### src/rtl/idbr_pkg.sv
package idbr_pkg;
  typedef enum logic [1:0] {
    PCSEL_SEQ = 2'b00,
    PCSEL_BR  = 2'b01,
    PCSEL_JMP = 2'b10
  } pcsel_e;

  typedef enum logic [1:0] {
    BYP_RF  = 2'b00,
    BYP_EXM = 2'b01,
    BYP_MWB = 2'b10
  } byp_src_e;
endpackage

### src/rtl/idbr_operand_bypass.sv
module idbr_operand_bypass
  import idbr_pkg::*;
#(
  parameter int XLEN   = 32,
  parameter int REG_AW = 5
) (
  input  logic [REG_AW-1:0] src,
  input  logic [XLEN-1:0]   rf_data,
  input  logic              exm_wr,
  input  logic [REG_AW-1:0] exm_rd,
  input  logic [XLEN-1:0]   exm_res,
  input  logic              mwb_wr,
  input  logic [REG_AW-1:0] mwb_rd,
  input  logic [XLEN-1:0]   mwb_res,
  output logic [XLEN-1:0]   opnd,
  output byp_src_e          src_sel
);
  function automatic logic producer_hits(input logic wr, input logic [REG_AW-1:0] rd,
                                         input logic [REG_AW-1:0] s);
    return wr && (rd != '0) && (rd == s);
  endfunction

  logic exm_hit, mwb_hit;
  assign exm_hit = producer_hits(exm_wr, exm_rd, src);
  assign mwb_hit = producer_hits(mwb_wr, mwb_rd, src);

  // Newer producer first
  always_comb begin
    if (exm_hit)      src_sel = BYP_EXM;
    else if (mwb_hit) src_sel = BYP_MWB;
    else              src_sel = BYP_RF;
  end

  always_comb begin
    unique case (src_sel)
      BYP_EXM: opnd = exm_res;
      BYP_MWB: opnd = mwb_res;
      default: opnd = rf_data;
    endcase
  end

  // register zero always reads from the register file
  always_comb begin
    p_zero_no_bypass_r4: assert ((src != '0) || (opnd == rf_data))
      else $error("register zero bypassed");
  end
endmodule

### src/rtl/idbr_hazard_detect.sv
module idbr_hazard_detect #(
  parameter int REG_AW = 5
) (
  input  logic              is_branch,
  input  logic [REG_AW-1:0] rs,
  input  logic [REG_AW-1:0] rt,
  input  logic              ex_wr,
  input  logic [REG_AW-1:0] ex_rd,
  input  logic              exm_ld,
  input  logic [REG_AW-1:0] exm_rd,
  output logic              ex_dep,
  output logic              ld_dep,
  output logic              stall
);
  function automatic logic reads_reg(input logic [REG_AW-1:0] rd,
                                     input logic [REG_AW-1:0] a,
                                     input logic [REG_AW-1:0] b);
    return (rd != '0) && ((rd == a) || (rd == b));
  endfunction

  // Result one ahead is still in the ALU; load two ahead is still in memory
  assign ex_dep = is_branch && ex_wr  && reads_reg(ex_rd,  rs, rt);
  assign ld_dep = is_branch && exm_ld && reads_reg(exm_rd, rs, rt);
  assign stall  = ex_dep || ld_dep;

  always_comb begin
    p_zero_no_stall_r4: assert (!((rs == '0) && (rt == '0)) || !stall)
      else $error("stall on register zero");
    p_jump_no_stall_r6: assert (is_branch || !stall)
      else $error("stall without a branch");
  end
endmodule

### src/rtl/idbr_pc_select.sv
module idbr_pc_select
  import idbr_pkg::*;
#(
  parameter int XLEN   = 32,
  parameter int OFF_W  = 16,
  parameter int JIDX_W = 26
) (
  input  logic              is_branch,
  input  logic              is_jump,
  input  logic              br_ne,
  input  logic [XLEN-1:0]   opa,
  input  logic [XLEN-1:0]   opb,
  input  logic              stall,
  input  logic [XLEN-1:0]   pc4,
  input  logic [OFF_W-1:0]  offset,
  input  logic [JIDX_W-1:0] jidx,
  output pcsel_e            pc_sel,
  output logic [XLEN-1:0]   next_pc,
  output logic              taken,
  output logic              flush
);
  localparam int EXT_W = XLEN - OFF_W - 2;

  function automatic logic [XLEN-1:0] branch_target(input logic [XLEN-1:0] p,
                                                    input logic [OFF_W-1:0] off);
    return p + {{EXT_W{off[OFF_W-1]}}, off, 2'b00};
  endfunction

  function automatic logic [XLEN-1:0] jump_target(input logic [XLEN-1:0] p,
                                                  input logic [JIDX_W-1:0] j);
    return {p[XLEN-1:JIDX_W+2], j, 2'b00};
  endfunction

  logic [XLEN-1:0] br_tgt, jmp_tgt;
  logic            ops_equal;

  // Target add runs alongside the register read for every instruction
  assign br_tgt    = branch_target(pc4, offset);
  assign jmp_tgt   = jump_target(pc4, jidx);
  assign ops_equal = (opa == opb);
  assign taken     = is_branch && (ops_equal != br_ne);

  always_comb begin
    if (stall)        pc_sel = PCSEL_SEQ;
    else if (is_jump) pc_sel = PCSEL_JMP;
    else if (taken)   pc_sel = PCSEL_BR;
    else              pc_sel = PCSEL_SEQ;
  end

  always_comb begin
    unique case (pc_sel)
      PCSEL_BR:  next_pc = br_tgt;
      PCSEL_JMP: next_pc = jmp_tgt;
      default:   next_pc = pc4;
    endcase
  end

  assign flush = (pc_sel != PCSEL_SEQ);

  always_comb begin
    p_stall_blocks_flush_r10: assert (!stall || !flush)
      else $error("flush during stall");
    p_taken_redirects_r7: assert (stall || !(taken && !is_jump) || (pc_sel == PCSEL_BR))
      else $error("taken branch not redirected");
  end
endmodule

### src/rtl/id_branch_resolver.sv
module id_branch_resolver
  import idbr_pkg::*;
#(
  parameter int XLEN   = 32,
  parameter int REG_AW = 5
) (
  input  logic              id_is_branch,
  input  logic              id_is_jump,
  input  logic              id_br_ne,
  input  logic [REG_AW-1:0] id_rs,
  input  logic [REG_AW-1:0] id_rt,
  input  logic [XLEN-1:0]   id_pc_plus4,
  input  logic [15:0]       id_offset,
  input  logic [25:0]       id_jidx,
  input  logic [XLEN-1:0]   rf_rs_data,
  input  logic [XLEN-1:0]   rf_rt_data,
  input  logic              ex_reg_write,
  input  logic [REG_AW-1:0] ex_rd,
  input  logic              exm_reg_write,
  input  logic              exm_mem_read,
  input  logic [REG_AW-1:0] exm_rd,
  input  logic [XLEN-1:0]   exm_result,
  input  logic              mwb_reg_write,
  input  logic [REG_AW-1:0] mwb_rd,
  input  logic [XLEN-1:0]   mwb_result,
  output logic [1:0]        pc_sel,
  output logic [XLEN-1:0]   next_pc,
  output logic              flush,
  output logic              stall
);
  localparam int NSRC = 2;

  logic [REG_AW-1:0] src_idx [NSRC];
  logic [XLEN-1:0]   src_rf  [NSRC];
  logic [XLEN-1:0]   src_op  [NSRC];
  byp_src_e          src_by  [NSRC];

  assign src_idx[0] = id_rs;
  assign src_idx[1] = id_rt;
  assign src_rf[0]  = rf_rs_data;
  assign src_rf[1]  = rf_rt_data;

  for (genvar i = 0; i < NSRC; i++) begin : g_byp
    idbr_operand_bypass #(.XLEN(XLEN), .REG_AW(REG_AW)) u_byp (
      .src     (src_idx[i]),
      .rf_data (src_rf[i]),
      .exm_wr  (exm_reg_write),
      .exm_rd  (exm_rd),
      .exm_res (exm_result),
      .mwb_wr  (mwb_reg_write),
      .mwb_rd  (mwb_rd),
      .mwb_res (mwb_result),
      .opnd    (src_op[i]),
      .src_sel (src_by[i])
    );
  end

  logic ex_dep, ld_dep, stall_w;

  idbr_hazard_detect #(.REG_AW(REG_AW)) u_haz (
    .is_branch (id_is_branch),
    .rs        (id_rs),
    .rt        (id_rt),
    .ex_wr     (ex_reg_write),
    .ex_rd     (ex_rd),
    .exm_ld    (exm_mem_read),
    .exm_rd    (exm_rd),
    .ex_dep    (ex_dep),
    .ld_dep    (ld_dep),
    .stall     (stall_w)
  );

  pcsel_e sel_w;
  logic   taken_w, flush_w;

  idbr_pc_select #(.XLEN(XLEN), .OFF_W(16), .JIDX_W(26)) u_pcs (
    .is_branch (id_is_branch),
    .is_jump   (id_is_jump),
    .br_ne     (id_br_ne),
    .opa       (src_op[0]),
    .opb       (src_op[1]),
    .stall     (stall_w),
    .pc4       (id_pc_plus4),
    .offset    (id_offset),
    .jidx      (id_jidx),
    .pc_sel    (sel_w),
    .next_pc   (next_pc),
    .taken     (taken_w),
    .flush     (flush_w)
  );

  assign pc_sel = sel_w;
  assign flush  = flush_w;
  assign stall  = stall_w;

  always_comb begin
    p_sel_onehot_r9: assert ($onehot0(pc_sel))
      else $error("illegal pc_sel");
    p_stall_holds_seq_r10: assert (!stall || ((pc_sel == 2'b00) && (next_pc == id_pc_plus4)))
      else $error("stall with redirect");
    p_jump_page_r8: assert ((pc_sel != 2'b10) ||
                            ((next_pc[XLEN-1:28] == id_pc_plus4[XLEN-1:28]) && (next_pc[1:0] == 2'b00)))
      else $error("jump left its page");
    p_ld_dep_stalls_r5: assert (!ld_dep || stall)
      else $error("load dependence without stall");
    p_ex_dep_stalls_r6: assert (!ex_dep || stall)
      else $error("execute dependence without stall");
    p_exm_wins_r3: assert (!((src_by[0] == BYP_MWB) && exm_reg_write && (exm_rd == id_rs) && (id_rs != '0)))
      else $error("older result chosen over newer");
  end
endmodule

### config.mk
export PLATFORM = sky130hd
export DESIGN_NAME = id_branch_resolver
export DESIGN_NICKNAME = d
export VERILOG_FILES = /design/src/rtl/idbr_pkg.sv /design/src/rtl/idbr_operand_bypass.sv /design/src/rtl/idbr_hazard_detect.sv /design/src/rtl/idbr_pc_select.sv /design/src/rtl/id_branch_resolver.sv
export SDC_FILE = /design/constraint.sdc
export NUM_CORES = 1
export LEC_CHECK = 0
export CORE_AREA = 3 3 103 105
export DETAILED_ROUTE_END_ITERATION = 6
export DIE_AREA = 0 0 106 108
export DONT_BUFFER_PORTS = 1
export PLACE_DENSITY = 0.64
export SLEW_MARGIN = 25
export SYNTH_ARGS = -nofsm -noshare
export SYNTH_HDL_FRONTEND = slang
export SYNTH_SLANG_ARGS = --single-unit
export TNS_END_PERCENT = 50
### constraint.sdc
create_clock -name vclk -period 28.3
set_clock_uncertainty 0.2 [all_clocks]
set_input_delay 8.49 -clock vclk [all_inputs]
set_output_delay 8.49 -clock vclk [all_outputs]
set_load 0.01 [all_outputs]
==> results of run 1 <==
==> where the power goes <==
part	internal (mW)	switching (mW)
registers	0	0
logic	0.0338	0.0553
clock network	0	0
==> cell type report <==
class / instances / share of cell area
Timing Repair Buffer: 11 / 0.01785
Tap cell: 133 / 0.03598
Multi-Input combinational cell: 653 / 0.9316
Inverter: 18 / 0.01461
==> worst paths after layout <==
| path | endpoint | slack, ns | startpoint | cells after the start |
|---|---|---|---|---|
| worst min-delay path | next_pc[4] | 16.92 | id_pc_plus4[4] | 2 |
| worst max-delay path | next_pc[29] | 6.21 | exm_rd[2] | 15 |
==> cells by family after synthesis <==
family | count (synthesis)
AO/OA/AOI/OAI | 269
XOR/XNOR | 81
multiplexers | 8
adder cells (fa/ha/maj) | 33
AND/OR/NAND/NOR | 262
buffers and inverters | 77
==> worst max-delay path: cells and delay by family <==
kind,cells,cell delay (ns)
compound gates,2,0.33
xor+xnor,1,0.20
fa+ha+maj,1,0.58
buf+inv,1,0.34
simple gates,10,3.44
==> layer usage <==
metal  wire length (um)  vias up
met5                  7        -
met4                457        2
met3               2021       46
met2               8913      365
met1               6406     2595
li1                   -     2692
==> Yosys cell counts (all sizes together) (5+ instances only) <==
| cell type | n |
|---|---|
| nand4 | 11 |
| nand2b | 5 |
| nor3 | 32 |
| o21ai | 83 |
| o21bai | 8 |
| a31oi | 61 |
| nor2b | 5 |
| a21o | 6 |
| nor2 | 51 |
| xnor2 | 58 |
| nand3 | 65 |
| nand2 | 27 |
| clkbuf | 43 |
| o211ai | 8 |
| xor2 | 23 |
| a22oi | 18 |
| mux2i | 8 |
| ha | 32 |
| inv | 18 |
| buf | 16 |
| a21oi | 55 |
| nor4 | 34 |
==> per-stage QoR <==
stage | utilization | hold WS (ns) | instance area [sq um]
after floorplan | - | 16.91 | 4609
after global placement | 0.4743 | 16.92 | 4614
after detailed placement | 0.4743 | 16.93 | 4614
after CTS | 0.4743 | 16.92 | 4614
after global routing | 0.4754 | 16.93 | 4626
final | 0.4754 | 16.92 | 4626
==> qor.csv, run 1 <==
stage,metric,value,unit
cells_and_area,antenna_cells,0,
timing,fin_crit_sh,0.7804,
route,wl,17.81,mm
placed_design,preCtsSetupSlack,5.780,ns
synth,synthMuxAreaShare,0.01737,
global_routing,global_route.overflow_total,0,
synth,synth_compound_area_frac,0.3583,
global_routing,grt_pass1_wl,27.49,mm
route,drc,0,
route,vias_per_cell,6.994,
cells_and_area,seqCellArea,0,sq um
cells_and_area,multi_input_area,4309,sq um
global_routing,grt_pass1_vias,5414,
placed_design,numPortBuffers,0,
worst_setup_path,crit_path_end_kind,output port,
synth,synth_cells,730,
global_routing,met2_usage,0.5464,
global_routing,grt_usage,0.2852,
cells_and_area,nFlopsAndLatches,0,
die,die-area,11450,sq um
synth,synth_xor_area_frac,0.1539,
die,start_util,0.4738,
timing,finalMaxSlewViolations,0,
clock_tree,cts_resized,0,
outcome,status,finished clean,
worst_setup_path,crit_type,in -> out,
route,ant_nets,0,
global_routing,globalRouteMet3Util,0.07343,
die,rows,36,
timing,setup_slack,6.214,ns
synth,syn_nets,997,
cells_and_area,syn_to_final_growth,0.3530,%
route,dr.first_iter.drc_count,409,
timing,setup_violations,0,
cells_and_area,clkbuf_count,0,
cells_and_area,fin_cells,815,
worst_setup_path,critPathRequiredTime,19.61,ns
cells_and_area,final_common_cell,o21ai_0,
hold_path,holdCritPathClass,in -> out,
synth,synth-simple-area-share,0.3073,
die,coreArea,9729,sq um
synth,ys_seq_area_frac,0,
timing,rsz0062_at_grt,no,
global_routing,grt_max_degree,59,
timing,slew_headroom,0.3547,
cells_and_area,final_cell_mix,"o21ai_0, nand3_1, a31oi_1",
worst_setup_path,cpPeakStageDelay,0.58,ns
timing,max_freq,45.28,MHz
synth,synth_top_area_cell,xnor2_1,
power_and_ir_drop,p_leak,1.418,nW
route,via_count,5700,
synth,netlist_top_cells_area,"xnor2_1, ha_1, a31oi_1",
timing,fin_crit,22.09,ns
placed_design,gp_congestion,0.9022,
power_and_ir_drop,p_per_area,19.27,nW/um^2
route,drt-pass1-iter-count,7,
worst_setup_path,cp_cell_sequence,or4_4 > o211ai_2 > buf_4 > or2_1 > a31oi_1 > xor2_1 > or4_4 > nor4_2 > and4_1 > or2_1 > ha_2 > nand2_1 > or3_1 > nor3_1 > nand3b_1,
global_routing,antenna_found_initial,1,
timing,final.setup.tns,0,ns
cells_and_area,fillers,1036,
synth,yosysTopAreaCellShare,0.1102,
die,fp.dieH,108,um
timing,hold_viol,0,
global_routing,busiest_layer,met2,
synth,synthAdderAreaFrac,0.09121,
power_and_ir_drop,p_total,0.08912,mW
synth,ys_types,67,
power_and_ir_drop,ir_worst_vdd,0.02418,mV
worst_setup_path,cp.arrival,13.40,ns
cells_and_area,finalNetCount,951,
worst_setup_path,crit_path_max_fanout,29,
worst_setup_path,crit_path_start_kind,primary input,
placed_design,dp.cells,815,
die,ios,270,
synth,yosysWarnings,0,
die,die-width,106,um
clock_tree,hold_buffers,0,
synth,synthesis.area,4609,sq um
cells_and_area,drive_gt1_frac,0.04545,
synth,synth_top_family_by_area,compound AO/OA/AOI/OAI gates,
global_routing,use_met1,0.3197,
run,drv_cap,0,
route,avgRoutedWirePerCell,21.85,um
clock_tree,post_cts_buffers,0,
timing,worst_pin_slew,0.9680,ns
placed_design,dp_hpwl,13.99,mm
worst_setup_path,cpMaxStageDelayCell,ha_2,
synth,syn_avg_cell_area,6.314,sq um
(Power assumes the default switching activity.)
==> inputs of run 2 (changes only) <==
Settings changed: ABC_AREA from default to 1, PLACE_DENSITY 0.64 to 0.73.
Clock period 28.3 ns to 17.75 ns, I/O delays scaled along.
==> run 2 against run 1 <==
Sequential cell count stayed put. Global-route usage is 0.83 points lower. Combinational power is 37% higher. Die area stayed put. Critical path depth is 8 higher. Synthesized area is 12% higher. Power is 37% higher. Core utilization is 4.9 points higher. Sequential share of layout area stayed put. Worst setup slack worse by 4.3 ns. Hold slack worse by 6.3 ns. Critical path type unchanged.
==> qor.csv, run 2 <==
stage,metric,value,unit,change
placed_design,numPortBuffers,0,,unchanged
route,avgRoutedWirePerCell,15.16,um,was 21.85 um
power_and_ir_drop,p_per_area,23.87,nW/um^2,was 19.27 nW/um^2
cells_and_area,finalNetCount,1284,,was 951
power_and_ir_drop,p_leak,2.775,nW,was 1.418 nW
power_and_ir_drop,p_int,0.04251,mW,was 0.03377 mW
timing,hold_viol,0,,unchanged
route,dr.first_iter.drc_count,687,,was 409
power_and_ir_drop,ir_worst_vdd,0.01531,mV,was 0.02418 mV
clock_tree,cts_resized,0,,unchanged
placed_design,dp_hpwl,14.19,mm,was 13.99 mm
cells_and_area,fillers,1083,,"was 1,036"
synth,ys_seq_area_frac,0,,unchanged
synth,syn_nets,1317,,was 997
synth,synth_xor_area_frac,0.03234,,was 0.1539
cells_and_area,syn_to_final_growth,-0.8267,%,was 0.3530%
synth,synth-simple-area-share,0.5560,,was 0.3073
worst_setup_path,critPathRequiredTime,12.22,ns,was 19.61 ns
timing,fin_crit,15.85,ns,
timing,setup_violations,0,,unchanged
power_and_ir_drop,clockPowerShare,0,,about the same
placed_design,gp_congestion,0.9921,,was 0.9022
worst_setup_path,crit_path_end_kind,output port,,unchanged
timing,hold-worst-slack,10.59,ns,was 16.92 ns
synth,netlist_top_cells_area,"nand2_1, nand3_1, a21oi_1",,"was xnor2_1, ha_1, a31oi_1"
synth,synthMuxAreaShare,0,,was 0.01737
clock_tree,hold_buffers,0,,unchanged
synth,syn_avg_cell_area,4.901,sq um,was 6.314 sq um
synth,yosysWarnings,0,,unchanged
synth,synthesis.area,5146,sq um,was 4609 sq um
route,wl_met2,8.561,mm,was 8.913 mm
synth,synth_most_common_cell,nand2_1,,was o21ai_0
timing,max_freq,63.11,MHz,
cells_and_area,final_cell_mix,"nand2_1, nand3_1, nor2_1",,"was o21ai_0, nand3_1, a31oi_1"
die,start_util,0.5289,,was 0.4738
die,die-width,106,um,unchanged
route,vias_per_cell,5.693,,was 6.994
route,dr.max_layer_used,met4,,was met5
hold_path,hold_depth,2,,unchanged
power_and_ir_drop,swShare,0.6511,,was 0.6211
cells_and_area,multi_input_area,4457,sq um,was 4309 sq um
cells_and_area,final_common_cell,nand2_1,,was o21ai_0
synth,synth_top_area_cell,nand2_1,,was xnor2_1
die,rows,36,,unchanged
die,coreArea,9729,sq um,unchanged
global_routing,grt_usage,0.2769,,was 0.2852
route,via_count,6535,,"was 5,700"
cells_and_area,drive_gt1_frac,0.04828,,was 0.04545
timing,finalMaxSlewViolations,0,,unchanged
die,ios,270,,unchanged
synth,yosysTopAreaCellShare,0.2181,,was 0.1102
route,wl_met1,6.953,mm,was 6.406 mm
global_routing,grt_pass1_vias,5703,,"was 5,414"
power_and_ir_drop,switchingPower,0.07934,mW,was 0.05535 mW
worst_setup_path,crit_type,in -> out,,unchanged
synth,synth_compound_area_frac,0.1955,,was 0.3583
global_routing,antenna_found_initial,0,,was 1
synth,synth_cells,1050,,was 730
run,drv_cap,0,,unchanged
global_routing,grt_max_degree,43,,was 59
synth,synthAdderAreaFrac,0.08169,,was 0.09121
global_routing,global_route.overflow_total,0,,unchanged
power_and_ir_drop,seqPwrFrac,0,,about the same
route,drc,0,,unchanged
timing,final.setup.tns,0,ns,unchanged
timing,fin_crit_sh,0.8928,,
die,die-area,11450,sq um,unchanged
hold_path,holdPathEnd,next_pc[25],,was next_pc[4]
route,wl,17.41,mm,was 17.81 mm
route,ant_nets,0,,unchanged
route,wl_met3,1.709,mm,was 2.021 mm
timing,rsz0062_at_grt,no,,unchanged
synth,synth_top_family_by_area,simple AND/OR/NAND/NOR gates,,was compound AO/OA/AOI/OAI gates
cells_and_area,antenna_cells,0,,unchanged
synth,yosys-top-cells-count,"nand2_1, nand3_1, nor2_1, a21oi_1, inv_1",,"was o21ai_0, nand3_1, a31oi_1, xnor2_1, a21oi_1"
power_and_ir_drop,pwr-share-comb,1.000,,about the same
worst_setup_path,cp.arrival,10.32,ns,was 13.40 ns
timing,slew_headroom,0.3523,,was 0.3547
synth,ys_types,41,,was 67
worst_setup_path,crit_path_start_kind,primary input,,unchanged
cells_and_area,clkbuf_count,0,,unchanged
timing,worst_pin_slew,0.9715,ns,was 0.9680 ns
hold_path,holdCritPathClass,in -> out,,unchanged
cells_and_area,nFlopsAndLatches,0,,unchanged
route,drt-pass1-iter-count,5,,was 7
cells_and_area,seqCellArea,0,sq um,unchanged
die,fp.dieH,108,um,unchanged
outcome,status,finished clean,,unchanged
clock_tree,post_cts_buffers,0,,unchanged
worst_setup_path,crit_path_max_fanout,42,,was 29
global_routing,grt_pass1_wl,26.88,mm,was 27.49 mm
hold_path,hp-start,id_pc_plus4[25],,was id_pc_plus4[4]
-- run 2: cell count changes in the layout (fill, tap and decap cells not counted), sizes merged, moves of 18 or more --
cell | before | now
o21ai | 83 | 65
nor2 | 51 | 144
xnor2 | 58 | 6
nor4 | 34 | 3
nand2 | 27 | 304
a21oi | 55 | 105
nor3 | 32 | 7
a22oi | 18 | 0
inv | 18 | 115
a31oi | 61 | 2
nand3 | 65 | 178
-- run 2: worst max-delay path: stages --
cell	delay, ns
inv_2	0.05
nand2_1	0.05
nand2_1	0.06
nand3_2	0.08
nor2_4	0.11
nand3_2	0.43
buf_4	0.47
inv_2	0.48
nand2_1	0.15
nand3_1	0.12
o21ai_0	0.10
nand2_1	0.09
nand2_1	0.05
nor2_1	0.09
nand2_1	0.06
nor2_2	0.14
nand3_1	0.12
nand2_1	0.08
nand2_1	0.08
ha_1	0.93
inv_1	0.68
a21oi_1	0.34
a21oi_1	0.17
-- run 2: per-layer routing --
metal | global-route usage | vias up
li1 | - | 3382
met1 | 0.3402 | 2815
met2 | 0.5191 | 322
met3 | 0.04776 | 16
met4 | 0.03423 | 0
met5 | 0 | -
-- run 2: through the flow --
stage | cell area (sq um) | setup WS (ns) | util | total power, mW | instances
global route | 5104 | 1.250 | 0.5246 | 0.1384 | 1148
detailed placement | 5101 | 1.912 | 0.5243 | 0.1201 | 1148
CTS | 5101 | 1.968 | 0.5243 | 0.1205 | 1148
global placement | 5101 | 2.101 | 0.5243 | 0.1187 | 1148
finish | 5104 | 1.904 | 0.5246 | 0.1218 | 1148
floorplan | 5146 | 4.214 | - | 0.1004 | 1050
-- run 2: worst max path at each step --
stage	slack, ns	from	to
2_1_floorplan	4.21	exm_rd[2]	next_pc[10]
3_3_place_gp	2.10	exm_rd[3]	next_pc[28]
3_5_place_dp	1.91	exm_rd[3]	next_pc[28]
4_1_cts	1.97	exm_rd[3]	next_pc[28]
5_1_grt	1.25	id_rs[0]	next_pc[28]
6_report	1.90	id_rs[0]	next_pc[14]
-- run 2: power by group through the flow --
stage | clock (mW) | sequential, mW | combinational (mW)
floorplan | 0 | 0 | 0.100
global placement | 0 | 0 | 0.119
detailed placement | 0 | 0 | 0.120
CTS | 0 | 0 | 0.120
global route | 0 | 0 | 0.138
finish | 0 | 0 | 0.122
-- run 2: cell families (layout without fill, tap and decap cells) --
| kind of cell | Yosys count | after routing |
|---|---|---|
| adders and majority gates | 33 | 33 |
| AOI/OAI and AO/OA | 190 | 190 |
| xor gates and xnor gates | 19 | 19 |
| and+or+nand+nor | 649 | 649 |
| buffers and inverters | 159 | 124 |
-- run 2: cell type report --
cell class,count,share of cell area
timing repair buffer,4,0.005884
inverter,120,0.08826
tap,133,0.03261
multi-input combinational,891,0.8733
